===== src/rtl/irq_prio_pkg.sv =====
package irq_prio_pkg;
   typedef enum logic [1:0] {
      RA_MASK     = 2'd0,
      RA_TRIG     = 2'd1,
      RA_BASE_IRR = 2'd2,
      RA_CMD_ISR  = 2'd3
   } reg_addr_e;

   localparam int CMD_EOI_BIT = 7;
endpackage


===== src/rtl/irq_req_latch.sv =====
module irq_req_latch #(
   parameter int NUM_LINES = 8
) (
   input  logic                 clk,
   input  logic                 rst_n,
   input  logic [NUM_LINES-1:0] irq_req,
   input  logic [NUM_LINES-1:0] level_mode,
   input  logic [NUM_LINES-1:0] clr_oh,
   output logic [NUM_LINES-1:0] irr
);
   logic [NUM_LINES-1:0] irq_d;

   always_ff @(posedge clk) begin
      if (!rst_n) irq_d <= '0;
      else        irq_d <= irq_req;
   end

   for (genvar n = 0; n < NUM_LINES; n++) begin : g_line
      always_ff @(posedge clk) begin
         if (!rst_n) begin
            irr[n] <= 1'b0;
         end else if (level_mode[n]) begin
            irr[n] <= irq_req[n];
         end else if (irq_req[n] && !irq_d[n]) begin
            irr[n] <= 1'b1;
         end else if (clr_oh[n]) begin
            irr[n] <= 1'b0;
         end
      end
   end
endmodule


===== src/rtl/irq_prio_resolver.sv =====
module irq_prio_resolver #(
   parameter int NUM_LINES = 8,
   localparam int LVL_W    = $clog2(NUM_LINES)
) (
   input  logic [NUM_LINES-1:0] irr,
   input  logic [NUM_LINES-1:0] imr,
   input  logic [NUM_LINES-1:0] isr,
   output logic                 grant_vld,
   output logic [NUM_LINES-1:0] grant_oh,
   output logic [LVL_W-1:0]     grant_idx
);
   localparam logic [NUM_LINES-1:0] ONE_L = NUM_LINES'(1);

   logic [NUM_LINES-1:0] cand;
   logic [NUM_LINES-1:0] isr_low;
   logic [NUM_LINES-1:0] above;
   logic [NUM_LINES-1:0] allowed;

   always_comb begin
      cand     = irr & ~imr;
      isr_low  = isr & (~isr + ONE_L);
      above    = isr_low - ONE_L;
      allowed  = cand & above;
      grant_oh = allowed & (~allowed + ONE_L);
      grant_vld = |allowed;
      grant_idx = '0;
      for (int k = NUM_LINES - 1; k >= 0; k--) begin
         if (allowed[k]) grant_idx = LVL_W'(k);
      end
   end
endmodule


===== src/rtl/irq_prio_ctrl.sv =====
module irq_prio_ctrl
   import irq_prio_pkg::*;
#(
   parameter int NUM_LINES = 8,
   parameter int VEC_W     = 8,
   parameter int DATA_W    = 8
) (
   input  logic                 clk,
   input  logic                 rst_n,
   input  logic [NUM_LINES-1:0] irq_req,
   input  logic                 reg_we,
   input  logic [1:0]           reg_addr,
   input  logic [DATA_W-1:0]    reg_wdata,
   output logic [DATA_W-1:0]    reg_rdata,
   output logic                 int_out,
   input  logic                 int_ack,
   output logic [VEC_W-1:0]     vec_out,
   output logic                 vec_valid
);
   localparam int LVL_W  = $clog2(NUM_LINES);
   localparam int BASE_W = VEC_W - LVL_W;
   localparam logic [NUM_LINES-1:0] ONE_L = NUM_LINES'(1);

   if ((1 << LVL_W) != NUM_LINES || NUM_LINES < 2) begin : g_bad_lines
      $error("NUM_LINES must be a power of two of at least 2");
   end
   if (BASE_W < 1 || DATA_W < VEC_W || DATA_W < NUM_LINES) begin : g_bad_width
      $error("VEC_W or DATA_W too narrow for NUM_LINES");
   end

   logic [NUM_LINES-1:0] imr_q, lvl_q, isr_q, irr, grant_oh, clr_oh;
   logic [NUM_LINES-1:0] isr_low;
   logic [BASE_W-1:0]    base_q;
   logic [LVL_W-1:0]     grant_idx;
   logic                 grant_vld, ack_take, eoi_cmd, wr_mask, wr_trig, wr_base;
   logic [VEC_W-1:0]     vec_q;
   logic                 vec_vld_q;

   assign ack_take = int_ack && grant_vld;
   assign clr_oh   = ack_take ? grant_oh : '0;
   assign wr_mask  = reg_we && (reg_addr == RA_MASK);
   assign wr_trig  = reg_we && (reg_addr == RA_TRIG);
   assign wr_base  = reg_we && (reg_addr == RA_BASE_IRR);
   assign eoi_cmd  = reg_we && (reg_addr == RA_CMD_ISR) && reg_wdata[CMD_EOI_BIT];
   assign isr_low  = isr_q & (~isr_q + ONE_L);

   irq_req_latch #(.NUM_LINES(NUM_LINES)) u_latch (
      .clk        (clk),
      .rst_n      (rst_n),
      .irq_req    (irq_req),
      .level_mode (lvl_q),
      .clr_oh     (clr_oh),
      .irr        (irr)
   );

   irq_prio_resolver #(.NUM_LINES(NUM_LINES)) u_resolver (
      .irr       (irr),
      .imr       (imr_q),
      .isr       (isr_q),
      .grant_vld (grant_vld),
      .grant_oh  (grant_oh),
      .grant_idx (grant_idx)
   );

   always_ff @(posedge clk) begin
      if (!rst_n) begin
         imr_q  <= '1;
         lvl_q  <= '0;
         base_q <= '0;
      end else begin
         if (wr_mask) imr_q  <= reg_wdata[NUM_LINES-1:0];
         if (wr_trig) lvl_q  <= reg_wdata[NUM_LINES-1:0];
         if (wr_base) base_q <= reg_wdata[VEC_W-1:LVL_W];
      end
   end

   always_ff @(posedge clk) begin
      if (!rst_n) begin
         isr_q     <= '0;
         vec_q     <= '0;
         vec_vld_q <= 1'b0;
      end else begin
         isr_q     <= (eoi_cmd ? (isr_q & ~isr_low) : isr_q) | clr_oh;
         vec_vld_q <= ack_take;
         if (ack_take) vec_q <= {base_q, grant_idx};
      end
   end

   always_comb begin
      reg_rdata = '0;
      case (reg_addr)
         RA_MASK:     reg_rdata[NUM_LINES-1:0] = imr_q;
         RA_TRIG:     reg_rdata[NUM_LINES-1:0] = lvl_q;
         RA_BASE_IRR: reg_rdata[NUM_LINES-1:0] = irr;
         default:     reg_rdata[NUM_LINES-1:0] = isr_q;
      endcase
   end

   assign int_out   = grant_vld;
   assign vec_out   = vec_q;
   assign vec_valid = vec_vld_q;
endmodule


===== config.mk =====
export PLATFORM = sky130hd
export DESIGN_NAME = irq_prio_ctrl
export DESIGN_NICKNAME = d
export VERILOG_FILES = /design/src/rtl/irq_prio_pkg.sv /design/src/rtl/irq_req_latch.sv /design/src/rtl/irq_prio_resolver.sv /design/src/rtl/irq_prio_ctrl.sv
export SDC_FILE = /design/constraint.sdc
export NUM_CORES = 1
export LEC_CHECK = 0
export ABC_AREA = 1
export BUFFER_PORTS_ARGS = -buffer_cell sky130_fd_sc_hd__buf_2
export CORE_AREA = 2 2 90 92
export DETAILED_ROUTE_END_ITERATION = 6
export DIE_AREA = 0 0 92 94
export HOLD_SLACK_MARGIN = 0.08
export PLACE_DENSITY = 0.47
export SETUP_SLACK_MARGIN = 0.3
export SYNTH_ARGS = -nofsm -noshare
export SYNTH_HDL_FRONTEND = slang
export SYNTH_SLANG_ARGS = --single-unit
export TNS_END_PERCENT = 20

===== constraint.sdc =====
create_clock -name clk -period 1.5 [get_ports clk]
set_clock_uncertainty 0.15 [all_clocks]
set_input_delay 0.075 -clock clk [delete_from_list [all_inputs] [get_ports clk]]
set_output_delay 0.075 -clock clk [all_outputs]
set_load 0.02 [all_outputs]

==> results of run 1 <==
-- cell usage after synthesis --
cell,number,share of area
a211oi_1,1,0.0031
inv_4,1,0.0026
nand2_2,1,0.0026
nand2_4,1,0.0047
o2111ai_1,1,0.0037
o31ai_1,2,0.0063
clkbuf_1,7,0.011
o21ai_2,2,0.0073
inv_1,42,0.066
a21oi_1,32,0.067
clkinv_1,1,0.0016
nand3_1,22,0.046
nor3_1,3,0.0063
nor2_4,3,0.014
nand3_2,3,0.013
dfxtp_1,54,0.45
a221oi_1,2,0.0073
o22ai_1,5,0.013
a21o_1,1,0.0031
nand2_1,75,0.12
o21ai_0,28,0.059
nand4_1,10,0.026
nor2_1,35,0.055
o21ai_1,1,0.0021
o211ai_1,2,0.0063
buf_2,1,0.0021
-- cells by family (layout without fill, tap and decap cells) --
family,after synthesis,in the layout
AND/OR/NAND/NOR,153,153
AO/OA/AOI/OAI,77,77
flip-flops,54,54
buffers and inverters,52,167
-- critical path, stage by stage, from the launching register on --
cell and delay (ns):
dfxtp_4 0.38, nor2_4 0.18, nand2_2 0.10, nor2_4 0.12, o21ai_4 0.08, nand3_4 0.10
buf_6 0.10, buf_6 0.10
-- final cells by class --
cell class / count / area [µm²]
Inverter: 44 / 173
Timing Repair Buffer: 115 / 898
Multi-Input combinational cell: 230 / 1250
Fill cell: 780 / 3950
Sequential cell: 54 / 1100
Clock buffer: 5 / 68.8
Clock inverter: 3 / 40.0
Tap cell: 102 / 128
-- registers in the layout (all words and copies together) (netlist names) --
register,flops
imr_q,8
lvl_q,8
vec_out,8
vec_valid,1
base_q,5
isr_q,8
u_latch.irr,8
u_latch.irq_d,8
-- where the power goes --
group	internal, mW	switching (mW)
logic	0.317	0.358
registers	1.51	0.0386
clock network	0.492	0.491
total	2.32	0.887
-- per-layer routing --
| layer | part of all wire | GRT usage | routed length [µm] |
|---|---|---|---|
| met1 | 0.48 | 0.241 | 3550 |
| met3 | 0.043 | 0.0313 | 317 |
| met2 | 0.47 | 0.311 | 3470 |
| met4 | 0.012 | 0.0485 | 90 |
| met5 | 0 | 0 | 0 |
-- per-stage QoR --
stage,hold WS (ns),instance area [µm²]
after floorplan,0.0185,2430
after global placement,0.120,3060
after detailed placement,0.122,3060
after CTS,0.00855,3570
after global routing,0.0419,3650
final,0.0244,3650
-- final timing paths --
path | from | end | slack (ns)
hold reg to reg | base_q[1] | base_q[1] | 0.31
hold / removal | int_ack | vec_valid | 0.02
setup reg to reg | isr_q[0] | u_latch.irr[2] | -0.20
setup / recovery | isr_q[0] | int_out | -0.20
-- what timing repair did --
action	4_1_cts	5_1_grt
endpoints found under the hold margin	40	2
endpoints found under the setup margin	32	53
buffers inserted	9	0
resized for setup	42	28
pin swaps	9	9
==> results.md, run 1 <==
* Non-Filler Instances at 553
* Ys Warns at 0
* Cts bufs inserted at 5
* Via count at 2548
* I/O Pins at 40
* Vias/cell at 4.61
* Die area at 0.00865 mm²
* Initial Util at 0.314
* Worst setup EP type: primary output
* Grt ovf at 0
* Synth Area in Adders at 0
* Final wirelength at 7.43 mm
* Worst Hold Path Cells at 3
* Overall Power at 3.20 mW
* DRT Pass-1 Iters at 4
* Synth Area in Simple Gates at 0.286
* Min-delay worst type: in -> reg
* Fin worst setup slack at -0.199 ns
* Share of cells above drive strength 1 at 0.339
* Status: complete, but fails checks
* Clock Sinks at 54
* Leak pwr at 1.73 nW
* P&R area growth vs syn at 53.1%
* Worst Path Arrival at 1.47 ns
* Period utilization at 1.13
* Failing checks: negative setup slack
* Post-Synthesis Net Count at 358
* Final min period at 1.70 ns
* WP data required at 1.27 ns
* Max clock buf depth at 2
* First-pass GRT wire length at 12.2 mm
* DP HPWL at 5.44 mm
* Pins Over Slew Limit at 0
* Clock Latency Late Sink at 0.31 ns
* Root buf cell: clkbuf_8
* Worst Path Max Fanout at 5
* Crit Path Category: reg -> out
* Max-Slew Margin vs Limit at 0.701
* Hold buffer count at cts at 22
* Antenna Diode Count at 0
* Overall Global Routing Usage at 0.183
* Worst Setup Start Kind: flop
* Most frequent cells in the layout: nand2_1 (67), buf_4 (52), dfxtp_1 (45)
* Largest family of logic cells by synthesized area: simple AND/OR/NAND/NOR gates
* Number of port buffers at 39
* Post-synthesis average cell area at 7.11 µm²
* Initial antenna violation count at 0
* Mux cell area share after synthesis at 0
* Remaining antenna violation count at 0
* Reg2reg path depth at 10
* Setup Slack @ Placement at -0.169 ns
* Final Hold Viols at 0
* Vias in the first global route at 2487
* Net total in the final layout at 472
* Commonest non-fill, non-tap cell in the layout: nand2_1
* Die Span X at 92 µm
* Largest net degree at the start of global routing at 19
* Post-Syn Instances at 336
* TritonCTS clock tree: built
* Cell row count at 32
* Post-route setup TNS at -3.02 ns
* Maximum clock frequency at 589 MHz
* Final setup viols at 19
* VDD IR max at 0.000343 V
* CTS H-tree lvls at 2
* Pwr Density at 877 mW/mm²
* #FFs+latches synth at 54
* DR WL/cell at 13.4 µm
* Clock-pin slew on the worst setup and hold paths at 0.10 ns
* Drt initial violations at 126
* DRC viols at 0
* Placed insts at 514
* Sequential fraction of the synthesis area at 0.453
* Post-Syn Area at 0.00239 mm²
* Synth Area in Compound Gates at 0.178
* RSZ-0062 raised after global routing: yes
* Gpl congestion at 0.877
* Measured slew at the worst slew-check pin at 0.448 ns
* Core area at 0.00761 mm²
* Final core occ at 0.480
* Xor/xnor share of the synthesized area at 0
* Die H at 94 µm
* Max Cap Viol at 0
* Yosys cell types at 26
(Power assumes the default switching activity.)
==> inputs of run 2 (changes only) <==
PLACE_DENSITY = 0.45   (was 0.47)
clock period = 1.7 ns   (was 1.5 ns; I/O delays follow)
==> run 2 against run 1 <==
  * The run now ends clean
  * Sequential power decreased by 12%
  * Global-route usage is 1.3 points lower
  * Hold slack improved by 0.056 ns
  * First-iteration DRC count rose by 3.2%
  * Critical path type unchanged
  * Highest routed layer unchanged
==> results.md, run 2 (synthesis results as in run 1) <==
* FF-to-FF End: u_latch.irr[2]
* Die Span X at 92 µm
* WP data required at 1.46 ns
* Gpl congestion at 0.785
* Worst Hold Path Cells at 5
* Cell row count at 32
* Root buf cell: clkbuf_8
* Top cell by count, worst path: nor2_4
* Largest net degree at the start of global routing at 23
* Most frequent cells in the layout: nand2_1 (68), dfxtp_1 (44), buf_2 (35)
* Worst setup EP type: primary output
* Drt initial violations at 130
* Final Hold Viols at 0
* Grt ovf at 0
* Die H at 94 µm
* Max Cap Viol at 0
* CTS H-tree lvls at 2
* Non-Filler Instances at 520
* Measured slew at the worst slew-check pin at 0.550 ns
* Remaining antenna violation count at 0
* DP Area at 0.00279 mm²
* Final min period at 1.68 ns
* Reg2reg path depth at 9
* DRT Pass-1 Iters at 4
* Min-delay worst type: in -> reg
* Crit Path Category: reg -> out
* Core area at 0.00761 mm²
* Vias/cell at 4.74
* Final Instance Area at 0.00332 mm²
* Via count at 2465
* Clock-pin slew on the worst setup and hold paths at 0.10 ns
* VDD IR max at 0.000368 V
* Commonest non-fill, non-tap cell in the layout: nand2_1
* Critical R2R Launch: isr_q[0]
* Pins Over Slew Limit at 0
* Net total in the final layout at 439
* CP delay by family, top: simple AND/OR/NAND/NOR gates
* Worst Path Max Fanout at 5
* Overall Global Routing Usage at 0.170
* Max clock buf depth at 2
* RSZ-0062 raised after global routing: yes
* Final wirelength at 7.10 mm
* DP HPWL at 5.11 mm
* Number of port buffers at 39
* Clock Latency Late Sink at 0.31 ns
* Final setup viols at 0
* Status: finished clean
* Worst hold path startpoint: rst_n
* P&R area growth vs syn at 39.1%
* Leak pwr at 1.52 nW
* Max-Slew Margin vs Limit at 0.633
* I/O Pins at 40
* Share of cells above drive strength 1 at 0.280
* Overall Power at 2.62 mW
* Cts bufs inserted at 5
* CP Cell Sequence: nor2_4, nand2_2, nor2_4, o21ai_4, nand3_4, buf_6
* Final core occ at 0.437
* DRC viols at 0
* Post-route setup TNS at 0 ns
* Reg-to-reg slack, setup at 0.08 ns
* Initial antenna violation count at 0
* Buf/Inv on CP at 1
* Worst Setup Start Kind: flop
* Crit path largest cell delay at 0.38 ns
* Worst Path Arrival at 1.44 ns
* Maximum clock frequency at 595 MHz
* Die area at 0.00865 mm²
* Hold EP: u_latch.irr[1]
* Period utilization at 0.988
* TritonCTS clock tree: built
* Pwr Density at 789 mW/mm²
* Vias in the first global route at 2306
* Clock Sinks at 54
* Slowest-stage cell, CP: dfxtp_4
* DR WL/cell at 13.7 µm
* First-pass GRT wire length at 11.6 mm
* Placed insts at 479
* Antenna Diode Count at 0
* Initial Util at 0.314
==> run 2: cell types whose count changed in the layout (fill, tap and decap cells not counted), moves of 3 or more <==
cell and delta:
a21oi_1 +4, a21oi_2 -4, buf_2 +5, buf_4 -32
buf_6 -8, dlygate4sd3_1 +3, nor2_1 -6, nor2_2 +6
o21ai_0 +5, o21ai_1 -4
==> run 2: repair_timing <==
action                     4_1_cts  5_1_grt
hold buffers                    24        0
setup endpoints to repair       29       36
gates resized for setup         14       36
pin swaps                        7       13
setup buffers                    6        3
hold endpoints to repair        47        0
==> run 2: routing by layer <==
layer | share of wire | track usage
met1 | 0.48 | 0.241
met2 | 0.45 | 0.270
met3 | 0.058 | 0.0313
met4 | 0.0082 | 0.0373
met5 | 0 | 0
==> run 2: cell type report <==
class | count | area, µm²
Clock buffer | 6 | 72.6
Clock inverter | 2 | 13.8
Fill cell | 838 | 4290
Inverter | 44 | 173
Multi-Input combinational cell | 230 | 1220
Sequential cell | 54 | 1100
Tap cell | 102 | 128
Timing Repair Buffer | 82 | 611
==> run 2: where the power goes <==
group	internal (mW)	switching, mW	leakage (nW)	total (mW)
combinational	0.217	0.296	1.03	0.512
clock	0.293	0.448	0.0452	0.741
sequential	1.33	0.0373	0.447	1.37
total	1.84	0.781	1.52	2.62
==> run 2: worst max path at each step <==
stage,cells after the start,from,to
2_1_floorplan,9,isr_q[0],u_latch.irr[2]
3_3_place_gp,9,isr_q[0],u_latch.irr[2]
3_5_place_dp,9,isr_q[0],u_latch.irr[2]
4_1_cts,6,isr_q[0],int_out
5_1_grt,10,isr_q[0],vec_out[0]
6_report,6,isr_q[0],int_out
==> run 2: worst reg2reg max path: cells and delay by family, from the launching register on <==
| kind | cells | cell delay (ns) |
|---|---|---|
| and+or+nand+nor | 6 | 0.68 |
| DFF | 1 | 0.38 |
| AOI/OAI and AO/OA | 2 | 0.24 |
| buffers and inverters | 1 | 0.08 |
==> run 2: stage by stage <==
| step | worst slack (ns) | hold slack [ns] |
|---|---|---|
| 2_1_floorplan | 0.150 | 0.0285 |
| 3_3_place_gp | 0.0794 | 0.130 |
| 3_5_place_dp | 0.0338 | 0.132 |
| 4_1_cts | 0.0514 | 0.0829 |
| 5_1_grt | -0.0604 | 0.124 |
| 6_report | 0.0202 | 0.0805 |
==> inputs of run 3 (changes only) <==
CAP_MARGIN = 40   (was not set)
CORE_AREA = 2 2 81 83   (was 2 2 90 92)
DIE_AREA = 0 0 83 85   (was 0 0 92 94)
MAX_ROUTING_LAYER = met4   (was not set)
PLACE_DENSITY = 0.55   (was 0.45)
==> run 3 against run 2 <==
  * First-iteration DRC count increased by 58%
  * Hold slack improved by 0.0049 ns
  * Die area decreased by 18%
  * Highest routed layer unchanged
==> results.md, run 3 (synthesis results as in run 1) <==
* Status: finished clean
* Root buf cell: clkbuf_8
* Max clock buf depth at 2
* WP data required at 1.46 ns
* First-pass GRT wire length at 11.7 mm
* Core area at 0.00620 mm²
* Die Span X at 83 µm
* RSZ-0062 raised after global routing: yes
* CP delay by family, top: flip-flops
* Final setup viols at 0
* Worst Setup Start Kind: flop
* Die area at 0.00706 mm²
* Non-Filler Instances at 496
* Filler cell count at 643
* Measured slew at the worst slew-check pin at 0.412 ns
* Placed insts at 456
* Clock Sinks at 54
* I/O Pins at 40
* Largest net degree at the start of global routing at 23
* Pins Over Slew Limit at 0
* Die H at 85 µm
* Worst setup EP type: primary output
* Overall Global Routing Usage at 0.217
* Clock Latency Late Sink at 0.32 ns
* Antenna Diode Count at 0
* P&R area growth vs syn at 38.9%
* Min-delay worst type: in -> reg
* Worst Path Arrival at 1.44 ns
* Final core occ at 0.535
* Crit path largest cell delay at 0.38 ns
* Gpl congestion at 0.909
* Clock-pin slew on the worst setup and hold paths at 0.10 ns
* Setup Slack @ Placement at 0.0317 ns
* Period utilization at 0.986
* CTS H-tree lvls at 2
* VDD IR max at 0.000463 V
* Hold WS at 0.0854 ns
* Remaining antenna violation count at 0
* Initial Util at 0.385
* Net total in the final layout at 440
* Leak pwr at 1.54 nW
* Vias/cell at 5.01
* Maximum clock frequency at 597 MHz
* DRC viols at 0
* Grt ovf at 0
* Area taken by flip-flops and latches at 0.00110 mm²
* Most frequent cells in the layout: nand2_1 (71), dfxtp_1 (43), inv_1 (36)
* Pwr Density at 835 mW/mm²
* Multi-input gate area at 0.00123 mm²
* Buf/Inv on CP at 3
* TritonCTS clock tree: built
* DRT Pass-1 Iters at 4
* Cts bufs inserted at 5
* Slowest-stage cell, CP: dfxtp_4
* Commonest non-fill, non-tap cell in the layout: nand2_1
* Cell row count at 29
* Worst Path Max Fanout at 3
* DR WL/cell at 14.9 µm
* DP HPWL at 5.26 mm
* Initial antenna violation count at 0
* CP Cell Sequence: inv_1, buf_4, nand3_4, o21ai_4, nor2_4, nand3_4, buf_6
* Share of cells above drive strength 1 at 0.272
* Vias in the first global route at 2316
* Crit Path Category: reg -> out
* Number of port buffers at 39
* Top cell by count, worst path: nand3_4
* Max-Slew Margin vs Limit at 0.724
* Final min period at 1.68 ns
* Drt initial violations at 206
* Max Cap Viol at 0
* Final wirelength at 7.40 mm
* Via count at 2486
* Final Hold Viols at 0
* Fin worst setup slack at 0.0244 ns
==> run 3: changes by cell type in the layout (fill, tap and decap cells not counted), sizes merged <==
cell | previous run | this run
clkinvlp | 0 | 1
bufinv | 0 | 1
clkinv | 3 | 1
dlygate4sd3 | 23 | 24
==> run 3: layout make-up <==
| class | instances | share of cell area |
|---|---|---|
| repair buffers | 83 | 0.184 |
| clock inverters | 2 | 0.0113 |
| multi-input cells | 230 | 0.371 |
| inverters | 44 | 0.0513 |
| well taps | 77 | 0.0290 |
| clock buffers | 6 | 0.0219 |
| flip-flops and latches | 54 | 0.331 |
==> run 3: where the power goes <==
part	internal, mW	switching, mW	leakage, nW
clock	0.440	0.450	0.0514
sequential	1.33	0.0397	0.447
combinational	0.213	0.294	1.04
total	1.99	0.784	1.54
==> run 3: routing by layer <==
metal,routed length [µm],vias to the layer above,share of wire,GRT usage
li1,-,1274,-,-
met1,3410,1150,0.46,0.290
met2,3570,54,0.48,0.341
met3,298,8,0.040,0.0340
met4,121,0,0.016,0.0641
met5,0,-,0,-
==> run 3: what timing repair did <==
item,4_1_cts,5_1_grt
pin swaps,2,9
buffers inserted,7,0
hold buffers,25,0
endpoints found under the hold margin,42,0
gates resized for setup,11,42
setup endpoints to repair,29,32
==> run 3: through the flow <==
step | TNS, ns | cell area (µm²) | power [mW]
floorplan | 0 | 2420 | 1.65
global placement | 0 | 2770 | 1.81
detailed placement | 0 | 2770 | 1.81
CTS | 0 | 3220 | 2.75
global route | -0.180 | 3320 | 2.89
finish | 0 | 3320 | 2.77
==> run 3: final timing paths <==
check / startpoint / depth (start not counted) / slack, ns / endpoint
max: isr_q[0] / 7 / 0.02 / int_out
min: rst_n / 4 / 0.09 / u_latch.irq_d[1]
max reg2reg: isr_q[0] / 9 / 0.05 / u_latch.irr[5]
min reg2reg: base_q[3] / 2 / 0.31 / base_q[3]
==> run 3: worst register-to-register path: cells and delay by family, from the launching register on <==
| kind | cells | cell delay (ns) |
|---|---|---|
| and+or+nand+nor | 4 | 0.53 |
| DFF | 1 | 0.38 |
| buffers and inverters | 3 | 0.35 |
| AOI/OAI and AO/OA | 2 | 0.14 |
